**config.mk**
```make
export PLATFORM = sky130hd
export DESIGN_NAME = progress_logger
export DESIGN_NICKNAME = d
export VERILOG_FILES = /design/src/rtl/log_pkg.sv /design/src/rtl/log_uart_tx.sv /design/src/rtl/log_fmt.sv /design/src/rtl/progress_logger.sv
export SDC_FILE = /design/constraint.sdc
export NUM_CORES = 1
export LEC_CHECK = 0
export ABC_AREA = 1
export BUFFER_PORTS_ARGS = -buffer_cell sky130_fd_sc_hd__buf_4
export CELL_PAD_IN_SITES_DETAIL_PLACEMENT = 1
export CELL_PAD_IN_SITES_GLOBAL_PLACEMENT = 2
export CORE_UTILIZATION = 25
export CTS_CLUSTER_DIAMETER = 150
export DETAILED_ROUTE_END_ITERATION = 7
export GPL_TIMING_DRIVEN = 0
export PLACE_DENSITY_LB_ADDON = 0.25
export SLEW_MARGIN = 20
export SYNTH_ARGS = -nofsm -noshare
export SYNTH_HDL_FRONTEND = slang
export SYNTH_HIERARCHICAL = 1
export SYNTH_SLANG_ARGS = --single-unit
export TNS_END_PERCENT = 20
```
**constraint.sdc**
```tcl
create_clock -name clk -period 4.6 [get_ports clk]
set_input_delay 0.46 -clock clk [delete_from_list [all_inputs] [get_ports clk]]
set_output_delay 0.46 -clock clk [all_outputs]
set_load 0.005 [all_outputs]
```
**src/rtl/log_pkg.sv**
```systemverilog
package log_pkg;

   typedef enum logic [2:0] {
      EV_CMD   = 3'd0,
      EV_APP   = 3'd1,
      EV_OK    = 3'd2,
      EV_CRC   = 3'd3,
      EV_UNEXP = 3'd4
   } ev_kind_e;

   typedef enum logic [2:0] {
      REC_MARK,
      REC_CMD,
      REC_APP,
      REC_OK,
      REC_CRC,
      REC_UNEXP
   } rec_e;

   localparam logic [7:0] CH_CR    = 8'h0D;
   localparam logic [7:0] CH_LF    = 8'h0A;
   localparam logic [7:0] CH_DASH  = 8'h2D;
   localparam logic [7:0] CH_ZERO  = 8'h30;

   function automatic logic [7:0] hex_ascii(input logic [3:0] n);
      if (n < 4'd10) return CH_ZERO + {4'd0, n};
      return 8'h41 + {4'd0, n - 4'd10};
   endfunction

   function automatic logic [6:0] dec_clamp(input logic [6:0] v);
      return (v > 7'd99) ? 7'd99 : v;
   endfunction

   // divide by ten through multiply by 103 and shift by 10, exact for 0..99
   function automatic logic [3:0] dec_tens(input logic [6:0] v);
      logic [13:0] p;
      p = 14'(dec_clamp(v)) * 14'd103;
      return p[13:10];
   endfunction

   function automatic logic [3:0] dec_units(input logic [6:0] v);
      logic [6:0] r;
      r = dec_clamp(v) - 7'(dec_tens(v)) * 7'd10;
      return r[3:0];
   endfunction

endpackage

```
**src/rtl/log_uart_tx.sv**
```systemverilog
module log_uart_tx #(
   parameter int CLKS_PER_BIT = 434
) (
   input  logic       clk,
   input  logic       rst_n,
   input  logic       in_valid,
   input  logic [7:0] in_data,
   output logic       in_ready,
   output logic       tx
);
   localparam int CW     = (CLKS_PER_BIT > 1) ? $clog2(CLKS_PER_BIT) : 1;
   localparam int FRAME  = 10;

   logic [FRAME-1:0] shreg;
   logic [CW-1:0]    tick;
   logic [3:0]       nbit;
   logic             busy;

   always_ff @(posedge clk or negedge rst_n) begin
      if (!rst_n) begin
         shreg <= '1;
         tick  <= '0;
         nbit  <= '0;
         busy  <= 1'b0;
      end else if (!busy) begin
         if (in_valid) begin
            shreg <= {1'b1, in_data, 1'b0};
            tick  <= '0;
            nbit  <= '0;
            busy  <= 1'b1;
         end
      end else if (tick == CW'(CLKS_PER_BIT - 1)) begin
         tick  <= '0;
         shreg <= {1'b1, shreg[FRAME-1:1]};
         if (nbit == 4'(FRAME - 1)) busy <= 1'b0;
         else                       nbit <= nbit + 4'd1;
      end else begin
         tick <= tick + CW'(1);
      end
   end

   assign in_ready = !busy;
   assign tx       = shreg[0];

endmodule

```
**src/rtl/log_fmt.sv**
```systemverilog
module log_fmt
   import log_pkg::*;
#(
   parameter int RAW_BYTES     = 4,
   parameter bit RAW_MSB_FIRST = 1'b0,
   localparam int RAW_W        = RAW_BYTES * 8,
   localparam int CNT_W        = $clog2(RAW_BYTES + 1)
) (
   input  logic             clk,
   input  logic             rst_n,
   input  logic             ev_valid,
   output logic             ev_ready,
   input  logic [2:0]       ev_kind,
   input  logic [6:0]       ev_index,
   input  logic [RAW_W-1:0] ev_raw,
   input  logic [CNT_W-1:0] ev_raw_cnt,
   input  logic             line_idle,
   output logic             ch_valid,
   output logic [7:0]       ch_data,
   input  logic             ch_ready
);
   localparam int POS_W = $clog2(2 * RAW_BYTES + 3);

   logic [7:0]       raw_in [RAW_BYTES];
   logic [7:0]       raw_q  [RAW_BYTES];
   logic             busy;
   rec_e             rec;
   logic [6:0]       idx_q;
   logic [POS_W-1:0] pos;
   logic [POS_W-1:0] last_q;
   logic [CNT_W-1:0] cnt_eff;

   genvar g;
   generate
      for (g = 0; g < RAW_BYTES; g++) begin : g_byte
         if (RAW_MSB_FIRST) begin : g_hi
            assign raw_in[g] = ev_raw[(RAW_BYTES-1-g)*8 +: 8];
         end else begin : g_lo
            assign raw_in[g] = ev_raw[g*8 +: 8];
         end
      end
   endgenerate

   assign cnt_eff  = (ev_raw_cnt > CNT_W'(RAW_BYTES)) ? CNT_W'(RAW_BYTES) : ev_raw_cnt;
   assign ev_ready = !busy && line_idle;
   assign ch_valid = busy;

   always_ff @(posedge clk or negedge rst_n) begin
      if (!rst_n) begin
         busy   <= 1'b1;
         rec    <= REC_MARK;
         pos    <= '0;
         last_q <= POS_W'(2);
         idx_q  <= '0;
         for (int i = 0; i < RAW_BYTES; i++) raw_q[i] <= '0;
      end else if (busy) begin
         if (ch_ready) begin
            if (pos == last_q) busy <= 1'b0;
            else               pos  <= pos + POS_W'(1);
         end
      end else if (ev_valid && ev_ready) begin
         pos   <= '0;
         idx_q <= ev_index;
         for (int i = 0; i < RAW_BYTES; i++) raw_q[i] <= raw_in[i];
         case (ev_kind_e'(ev_kind))
            EV_CMD:   begin busy <= 1'b1; rec <= REC_CMD; last_q <= POS_W'(4); end
            EV_APP:   begin busy <= 1'b1; rec <= REC_APP; last_q <= POS_W'(4); end
            EV_OK:    begin busy <= 1'b1; rec <= REC_OK;  last_q <= POS_W'(2); end
            EV_CRC:   begin busy <= 1'b1; rec <= REC_CRC; last_q <= POS_W'(2); end
            EV_UNEXP: begin
               busy   <= 1'b1;
               rec    <= REC_UNEXP;
               last_q <= POS_W'(2) + (POS_W'(cnt_eff) << 1);
            end
            default:  busy <= 1'b0;
         endcase
      end
   end

   logic [POS_W-1:0] k;
   logic [7:0]       sel;
   logic [3:0]       nib;

   always_comb begin
      k   = pos - POS_W'(1);
      sel = '0;
      for (int i = 0; i < RAW_BYTES; i++)
         if (k[POS_W-1:1] == (POS_W-1)'(i)) sel = raw_q[i];
      nib = k[0] ? sel[3:0] : sel[7:4];

      if (pos == last_q)               ch_data = CH_LF;
      else if (pos == last_q - POS_W'(1)) ch_data = CH_CR;
      else begin
         case (rec)
            REC_MARK: ch_data = CH_DASH;
            REC_CMD, REC_APP: begin
               if (pos == '0)              ch_data = (rec == REC_CMD) ? 8'h43 : 8'h41;
               else if (pos == POS_W'(1))  ch_data = CH_ZERO + {4'd0, dec_tens(idx_q)};
               else                        ch_data = CH_ZERO + {4'd0, dec_units(idx_q)};
            end
            REC_OK:   ch_data = 8'h53;
            REC_CRC:  ch_data = 8'h45;
            default:  ch_data = (pos == '0) ? 8'h58 : hex_ascii(nib);
         endcase
      end
   end

endmodule

```
**src/rtl/progress_logger.sv**
```systemverilog
module progress_logger
   import log_pkg::*;
#(
   parameter int CLK_HZ        = 100_000_000,
   parameter int BAUD          = 230_400,
   parameter int RAW_BYTES     = 4,
   parameter bit RAW_MSB_FIRST = 1'b0,
   localparam int CLKS_PER_BIT = CLK_HZ / BAUD,
   localparam int RAW_W        = RAW_BYTES * 8,
   localparam int CNT_W        = $clog2(RAW_BYTES + 1)
) (
   input  logic             clk,
   input  logic             rst_n,
   input  logic             ev_valid,
   output logic             ev_ready,
   input  logic [2:0]       ev_kind,
   input  logic [6:0]       ev_index,
   input  logic [RAW_W-1:0] ev_raw,
   input  logic [CNT_W-1:0] ev_raw_cnt,
   output logic             tx
);
   initial begin
      assert (RAW_BYTES >= 1 && RAW_BYTES <= 64)
         else $error("RAW_BYTES out of range");
      assert (CLKS_PER_BIT >= 2)
         else $error("clock too slow for the baud rate");
   end

   logic       ch_valid;
   logic       ch_ready;
   logic [7:0] ch_data;
   logic       line_idle;

   log_fmt #(
      .RAW_BYTES     (RAW_BYTES),
      .RAW_MSB_FIRST (RAW_MSB_FIRST)
   ) u_fmt (
      .clk        (clk),
      .rst_n      (rst_n),
      .ev_valid   (ev_valid),
      .ev_ready   (ev_ready),
      .ev_kind    (ev_kind),
      .ev_index   (ev_index),
      .ev_raw     (ev_raw),
      .ev_raw_cnt (ev_raw_cnt),
      .line_idle  (line_idle),
      .ch_valid   (ch_valid),
      .ch_data    (ch_data),
      .ch_ready   (ch_ready)
   );

   log_uart_tx #(
      .CLKS_PER_BIT (CLKS_PER_BIT)
   ) u_tx (
      .clk      (clk),
      .rst_n    (rst_n),
      .in_valid (ch_valid),
      .in_data  (ch_data),
      .in_ready (ch_ready),
      .tx       (tx)
   );

   assign line_idle = ch_ready;

endmodule

```
== Word-level counts from Yosys, hierarchy flattened ==
Index checks and enable logic that the tools add are counted.

* $mul: 2
* Reduce and logical (&&, ||, !) cells: 23
* Bitwise operators: 1
* Magnitude comparators: 3
* Muxes and demuxes: 45
* Eq/ne operators: 20
* Add/subtract/negate cells: 12

{| class="wikitable"
|+ Operators with widths
! kind !! count
|-
| $mux W8 || 11
|-
| $mux W4 || 9
|-
| $pmux W8 S4 || 1
|-
| $mux W10 || 3
|-
| $mux W9 || 3
|-
| $add A6 B4 Y7 const A || 3
|-
| $eq A3 B2 Y1 const B || 6
|-
| $pmux W3 S5 || 1
|-
| $mul A7 B7 Y14 const B || 1
|-
| $mux W1 || 13
|-
| $pmux W4 S3 || 1
|-
| $reduce_and A3 Y1 || 4
|-
| $reduce_or A5 Y1 || 2
|-
| $add A9 B1 Y9 const B || 1
|-
| $eq A3 B1 Y1 const B || 3
|-
| $eq A9 B9 Y1 const B || 1
|-
| $logic_not A3 Y1 || 3
|-
| $add A4 B1 Y4 const B || 2
|-
| $add A7 B4 Y8 const A || 1
|-
| $eq A4 B4 Y1 || 2
|-
| $ne A2 B2 Y1 const B || 4
|-
| $sub A4 B1 Y4 const B || 2
|-
| $gt A7 B7 Y1 const B || 1
|-
| $mux W7 || 1
|-
| 20 further kinds || 27
|}

* Word-level logic and storage cells: 119
* Register bits: 75
* Output and inout bits: 2
* Input port bits: 48

== Longest topological paths before layout ==
* Depth in word-level cells: 19
* Depth in mapped cells: 35
* Depth with buffers taken out: 35

== Modules after synthesis ==
Netlist, hierarchy kept.

{| class="wikitable"
|+ Modules (own cells, without submodules)
! module !! area each (um2) !! seq. area each (um2) !! instances !! cells each
|-
| log_fmt || 4081.4 || 1253.7 || 1 || 553
|-
| log_uart_tx || 1275.0 || 586.8 || 1 || 167
|}

== Least setup slack after synthesis ==
No wires, ideal clock.

* Path kind: register to register
* Start: register u_fmt.idx_q[3]
* End: register u_tx.shreg[4]
* Period minus slack after synthesis: 4.729 ns
* Setup slack: -0.129 ns
* Data required time: 4.525 ns
* Buffers on the path: 0
* Setup time: 0.075 ns
* Data arrival time: 4.654 ns
* Stages on the path, launching flop included: 32
* Path through: dfrtp_1 -> nor2_1 -> a21oi_1 -> nor2_1 -> inv_1 -> ha_1 -> inv_1 -> fa_1 -> inv_1 -> fa_1 -> ha_1 -> ha_1 -> a21oi_1 -> nor2_1 -> o21ai_0 -> nand3_1 -> nand2_1 -> nand2_1 -> ha_1 -> fa_1 -> xor2_1 -> inv_1 -> nand2_1 -> nand2_1 -> nand2_1 -> nand3_1 -> nand3b_1 -> nand3_1 -> nand2_1 -> nand2_1 -> nand2_1 -> nand2_1

* Word-level cells in the longest chain between the ends: 13
* Elaborated cells on any way between the ends: 14
* Those cells by class: add/sub: 3; mul: 2; order compare: 1; mux: 8

{| class="wikitable"
|+ RTL lines
! element !! line !! text
|-
| from (decl) || log_fmt.sv:28 || <nowiki>logic [6:0] idx_q;</nowiki>
|-
| from (signal assigned) || log_fmt.sv:63 || <nowiki>idx_q <= ev_index;</nowiki>
|-
| $gt A7 B7 Y1 || log_pkg.sv:31 || <nowiki>return (v > 7'd99) ? 7'd99 : v;</nowiki>
|-
| $mux W7 (*) || log_pkg.sv:31 ||
|-
| $mul A7 B7 Y14 || log_pkg.sv:37 || <nowiki>p = 14'(dec_clamp(v)) * 14'd103;</nowiki>
|-
| $mul A4 B3 Y3 || log_pkg.sv:43 || <nowiki>r = dec_clamp(v) - 7'(dec_tens(v)) * 7'd10;</nowiki>
|-
| $sub A4 B4 Y4 || log_pkg.sv:43 ||
|-
| $add A6 B4 Y7 || log_fmt.sv:99 || <nowiki>else ch_data = CH_ZERO + {4'd0, dec_units(idx_q)};</nowiki>
|-
| $mux W8 (*) || log_fmt.sv:98 || <nowiki>else if (pos == POS_W'(1)) ch_data = CH_ZERO + {4'd0, dec_tens(idx_q)};</nowiki>
|-
| $mux W8 (*) || log_fmt.sv:97 || <nowiki>if (pos == '0) ch_data = (rec == REC_CMD) ? 8'h43 : 8'h41;</nowiki>
|-
| $pmux W8 S4 (*) || log_fmt.sv:94 || <nowiki>case (rec)</nowiki>
|-
| $mux W8 (*) || log_fmt.sv:92 || <nowiki>else if (pos == last_q - POS_W'(1)) ch_data = CH_CR;</nowiki>
|-
| $mux W8 (*) || log_fmt.sv:91 || <nowiki>if (pos == last_q) ch_data = CH_LF;</nowiki>
|-
| via ch_data[3] || progress_logger.sv:31 || <nowiki>logic [7:0] ch_data;</nowiki>
|-
| $mux W10 (*) || log_uart_tx.sv:26 || <nowiki>if (in_valid) begin</nowiki>
|-
| $mux W10 (*) || log_uart_tx.sv:25 || <nowiki>end else if (!busy) begin</nowiki>
|-
| to (signal assigned) || log_uart_tx.sv:27 || <nowiki>shreg <= {1'b1, in_data, 1'b0};</nowiki>
|-
| to (signal assigned) || log_uart_tx.sv:34 || <nowiki>shreg <= {1'b1, shreg[FRAME-1:1]};</nowiki>
|-
| to (decl) || log_uart_tx.sv:14 || <nowiki>logic [FRAME-1:0] shreg;</nowiki>
|}

The timed path passes the listed nets; every way through them passes the cells marked *. The select of a mux whose other input is x is not followed.
A chain may end at the register's enable or synchronous reset.

== Worst setup path in the final report ==
Ends and elaborated chain as after synthesis.

==> flow_metrics.py <==
metrics = {
    "run_status": {
        "status": "finished with violations",
        "violations": "negative setup slack",
    },
    "grt": {
        "grt_usage_pct": 14.46,
        "overflow": 0,
        "grt_max_degree": 74,
        "grt_pass1_wl_um": 25000,
        "antenna_found_initial": 0,
        "grt_pass1_vias": 5132,
    },
    "setup_path": {
        "path_max_fanout": 4,
        "cp.required_ns": 4.88,
        "crit_path_max_incr_delay_ns": 0.54,
        "critical_path_class": "register to register",
        "cp_common_cell": "nand2_1",
        "slowest_stage": "fa_1",
        "startpoint_type": "register",
        "critPathArrivalTime_ns": 5.09,
        "endpoint_kind": "register",
    },
    "power_and_ir_drop": {
        "p_seq_share_pct": 43.7,
        "power.leakage_nw": 3.541,
        "cellPowerDensity_nw_per_um2": 219.4,
        "swShare_pct": 22.05,
        "p_clk_share_pct": 52.8,
        "p_switching_mw": 0.3251,
        "p_int_mw": 1.149,
        "ir_drop_mv": 0.1664,
        "finalPower_mw": 1.474,
        "comb_power_share_pct": 3.5,
    },
    "finish": {
        "final_util_pct": 31.97,
        "layout.nets": 901,
        "antenna-diode-count": 0,
        "area_delta_synth_final_pct": 25.46,
        "final_common_cell": "nand2_1",
        "mostFrequentLayoutCells": "nand2_1, inv_1, buf_4, dfrtp_1, nand3_1",
        "final_layout_size_suffix_gt1_share_pct": 22.00,
        "post_layout_nonfiller_instances": 1075,
    },
    "detailed_routing": {
        "vias": 4771,
        "final_antenna_net_count": 0,
        "routed_wl_um": 15020,
        "drtIter0Drc": 98,
        "wire_per_inst_um": 13.97,
        "drc": 0,
        "vias_per_cell": 4.438,
        "firstDrtPassIters": 4,
    },
    "synthesis": {
        "ys_types": 46,
        "synth_edf_count": 0,
        "synth_fp_nets": 826,
        "synth-seq-cells": 73,
        "syn_area_um2": 5356,
        "syn_area_per_cell_um2": 7.439,
        "synth-main-ff-cell": "dfrtp_1",
        "synthCells": 720,
        "ys_warn_count": 6,
        "async_flop_share_pct": 100.0,
        "seq_area_frac_synth_pct": 34.36,
    },
    "timing": {
        "fin_crit_sh_pct": 104.5,
        "layout_setup_ws_ns": -0.2085,
        "setup_violations": 2,
        "hold_violations": 0,
        "slew_headroom_pct": 52.25,
        "maxSlewViolCount": 0,
        "fmax_ghz": 0.2080,
        "fin_tns_setup_ns": -0.2341,
        "skew_ns": 0.008045,
        "worst_slew_pin_slew_ns": 0.7163,
        "rsz0062_at_grt": "true",
        "period_minus_slack_ns": 4.809,
    },
    "floorplanning": {
        "fp.dieH_um": 148.4,
        "io_pins": 50,
        "num_rows": 53,
        "start_util_pct": 25.48,
        "die_w_um": 148.4,
        "core_area_um2": 21020,
        "dieArea_um2": 22020,
    },
    "clocking": {
        "clkTransAtPathRegs_ns": 0.07,
        "htreeDepth": 3,
        "cts_tree": "done",
        "cts_made_buffers": 9,
        "cts.sinks": 73,
        "clk_path_buf_depth": 2,
        "clkLatencyLatePin_ns": 0.35,
        "cts_root_buffer": "clkbuf_16",
    },
    "min_path": {
        "hold_class": "primary input to async pin",
    },
    "job": {
        "maxCapViolations": 0,
    },
    "placement": {
        "dp_slack_ns": -0.7134,
        "place.port_buffers": 49,
        "dp_hpwl_um": 11760,
        "dp.cells": 1044,
        "gp_congestion": 0.8231,
    },
}
[kinds of logic after synthesis]
logic type	synth area share, %
adder cells (fa/ha/maj)	14.81
AND/OR/NAND/NOR	30.39
other	0.07001
buffers and inverters	9.811
XOR/XNOR	2.453
AO/OA/AOI/OAI	8.106
flip-flops	34.36
[flip-flops by register name, summed over array words and instances, names as in the netlist, 3 cells and up]
| register | count |
|---|---|
| u_fmt/idx_q | 7 |
| u_tx/tick | 9 |
| u_fmt/pos | 4 |
| u_fmt/last_q | 3 |
| u_fmt/raw_q | 32 |
| u_tx/shreg | 9 |
| u_tx/nbit | 4 |
| u_fmt/rec | 3 |
[per-stage QoR]
step | hold slack (ns) | cell area (um^2)
finish | 0.1224 | 6720
global route | 0.2106 | 6720
CTS | 0.2889 | 6576
detailed placement | 0.4549 | 6113
global placement | 0.4532 | 6113
floorplan | 0.1644 | 5401
[critical path, delay by kind of cell (launching register included)]
kind / cells / cell delay, ns
AOI/OAI and AO/OA: 2 / 0.27
xor gates and xnor gates: 1 / 0.18
adders and majority gates: 7 / 2.38
buffers and inverters: 5 / 0.36
DFF: 1 / 0.42
and+or+nand+nor: 15 / 1.10
[power by group through the flow]
| stage | sequential (mW) | clock [mW] | combinational, mW |
|---|---|---|---|
| after floorplan | 0.655 | 0 | 0.00648 |
| after global placement | 0.655 | 0 | 0.0530 |
| after detailed placement | 0.655 | 0 | 0.0542 |
| after CTS | 0.643 | 0.805 | 0.0545 |
| after global routing | 0.643 | 0.825 | 0.0590 |
| final | 0.643 | 0.778 | 0.0522 |
[Yosys cell counts (3+ instances only)]
cell | n | area (um^2)
clkbuf_1 | 10 | 37.54
a21oi_1 | 20 | 100.1
nand2_1 | 230 | 863.3
ha_1 | 49 | 613.1
nand4_1 | 5 | 31.28
buf_6 | 4 | 45.04
o21bai_1 | 3 | 22.52
dfrtp_1 | 62 | 1551
o21ai_0 | 34 | 170.2
fa_1 | 9 | 180.2
nand3_2 | 5 | 50.05
nor2_1 | 46 | 172.7
xnor2_1 | 10 | 87.58
nor2_2 | 3 | 18.77
dfstp_2 | 11 | 289.0
nand3_1 | 54 | 270.3
inv_2 | 7 | 26.28
o22ai_1 | 5 | 31.28
nand2_2 | 9 | 56.30
nor2_4 | 7 | 78.83
xor2_1 | 5 | 43.79
a31oi_1 | 3 | 18.77
inv_1 | 100 | 375.4
or2_2 | 3 | 18.77
[layer usage]
metal	track usage [%]	vias up	share of wire, %
met5	0	-	0
li1	-	2412	-
met2	24.95	63	49
met1	18.28	2282	47
met3	2.669	14	2.7
met4	4.175	0	1.4
[final cells by class]
cell class	count	area, um^2
clock inverters	6	91.34
clock buffers	10	229.0
plain buffers	19	123.9
fillers	2581	14300
multi-input cells	521	3203
inverters	107	404.1
flip-flops and latches	73	1841
repair buffers	64	484.2
well taps	275	344.1
[timing repair]
item | in CTS | in global routing
endpoints found under the setup margin | 4 | 4
hold buffers | 0 | 0
setup buffers | 10 | 5
gates resized for setup | 19 | 23
pin swaps | 16 | 17
[final timing paths]
kind / startpoint / endpoint / slack (ns) / cells after the start
min in group clk: ev_raw[15] / u_fmt/raw_q[23]$_DFFE_PN0P_ / 0.30 / 3
worst min register to register: u_tx/shreg[1]$_DFFE_PN1P_ / u_tx/shreg[1]$_DFFE_PN1P_ / 0.46 / 2
worst max register to register: u_fmt/idx_q[3]$_DFFE_PN0P_ / u_tx/shreg[4]$_DFFE_PN1P_ / -0.21 / 30
max in group asynchronous: rst_n / u_fmt/raw_q[15]$_DFFE_PN0P_ / 3.95 / 1
worst max-delay path: u_fmt/idx_q[3]$_DFFE_PN0P_ / u_tx/shreg[4]$_DFFE_PN1P_ / -0.21 / 30
worst min-delay path: rst_n / u_tx/busy$_DFF_PN0_ / 0.12 / 1
(Power assumes the default switching activity.)
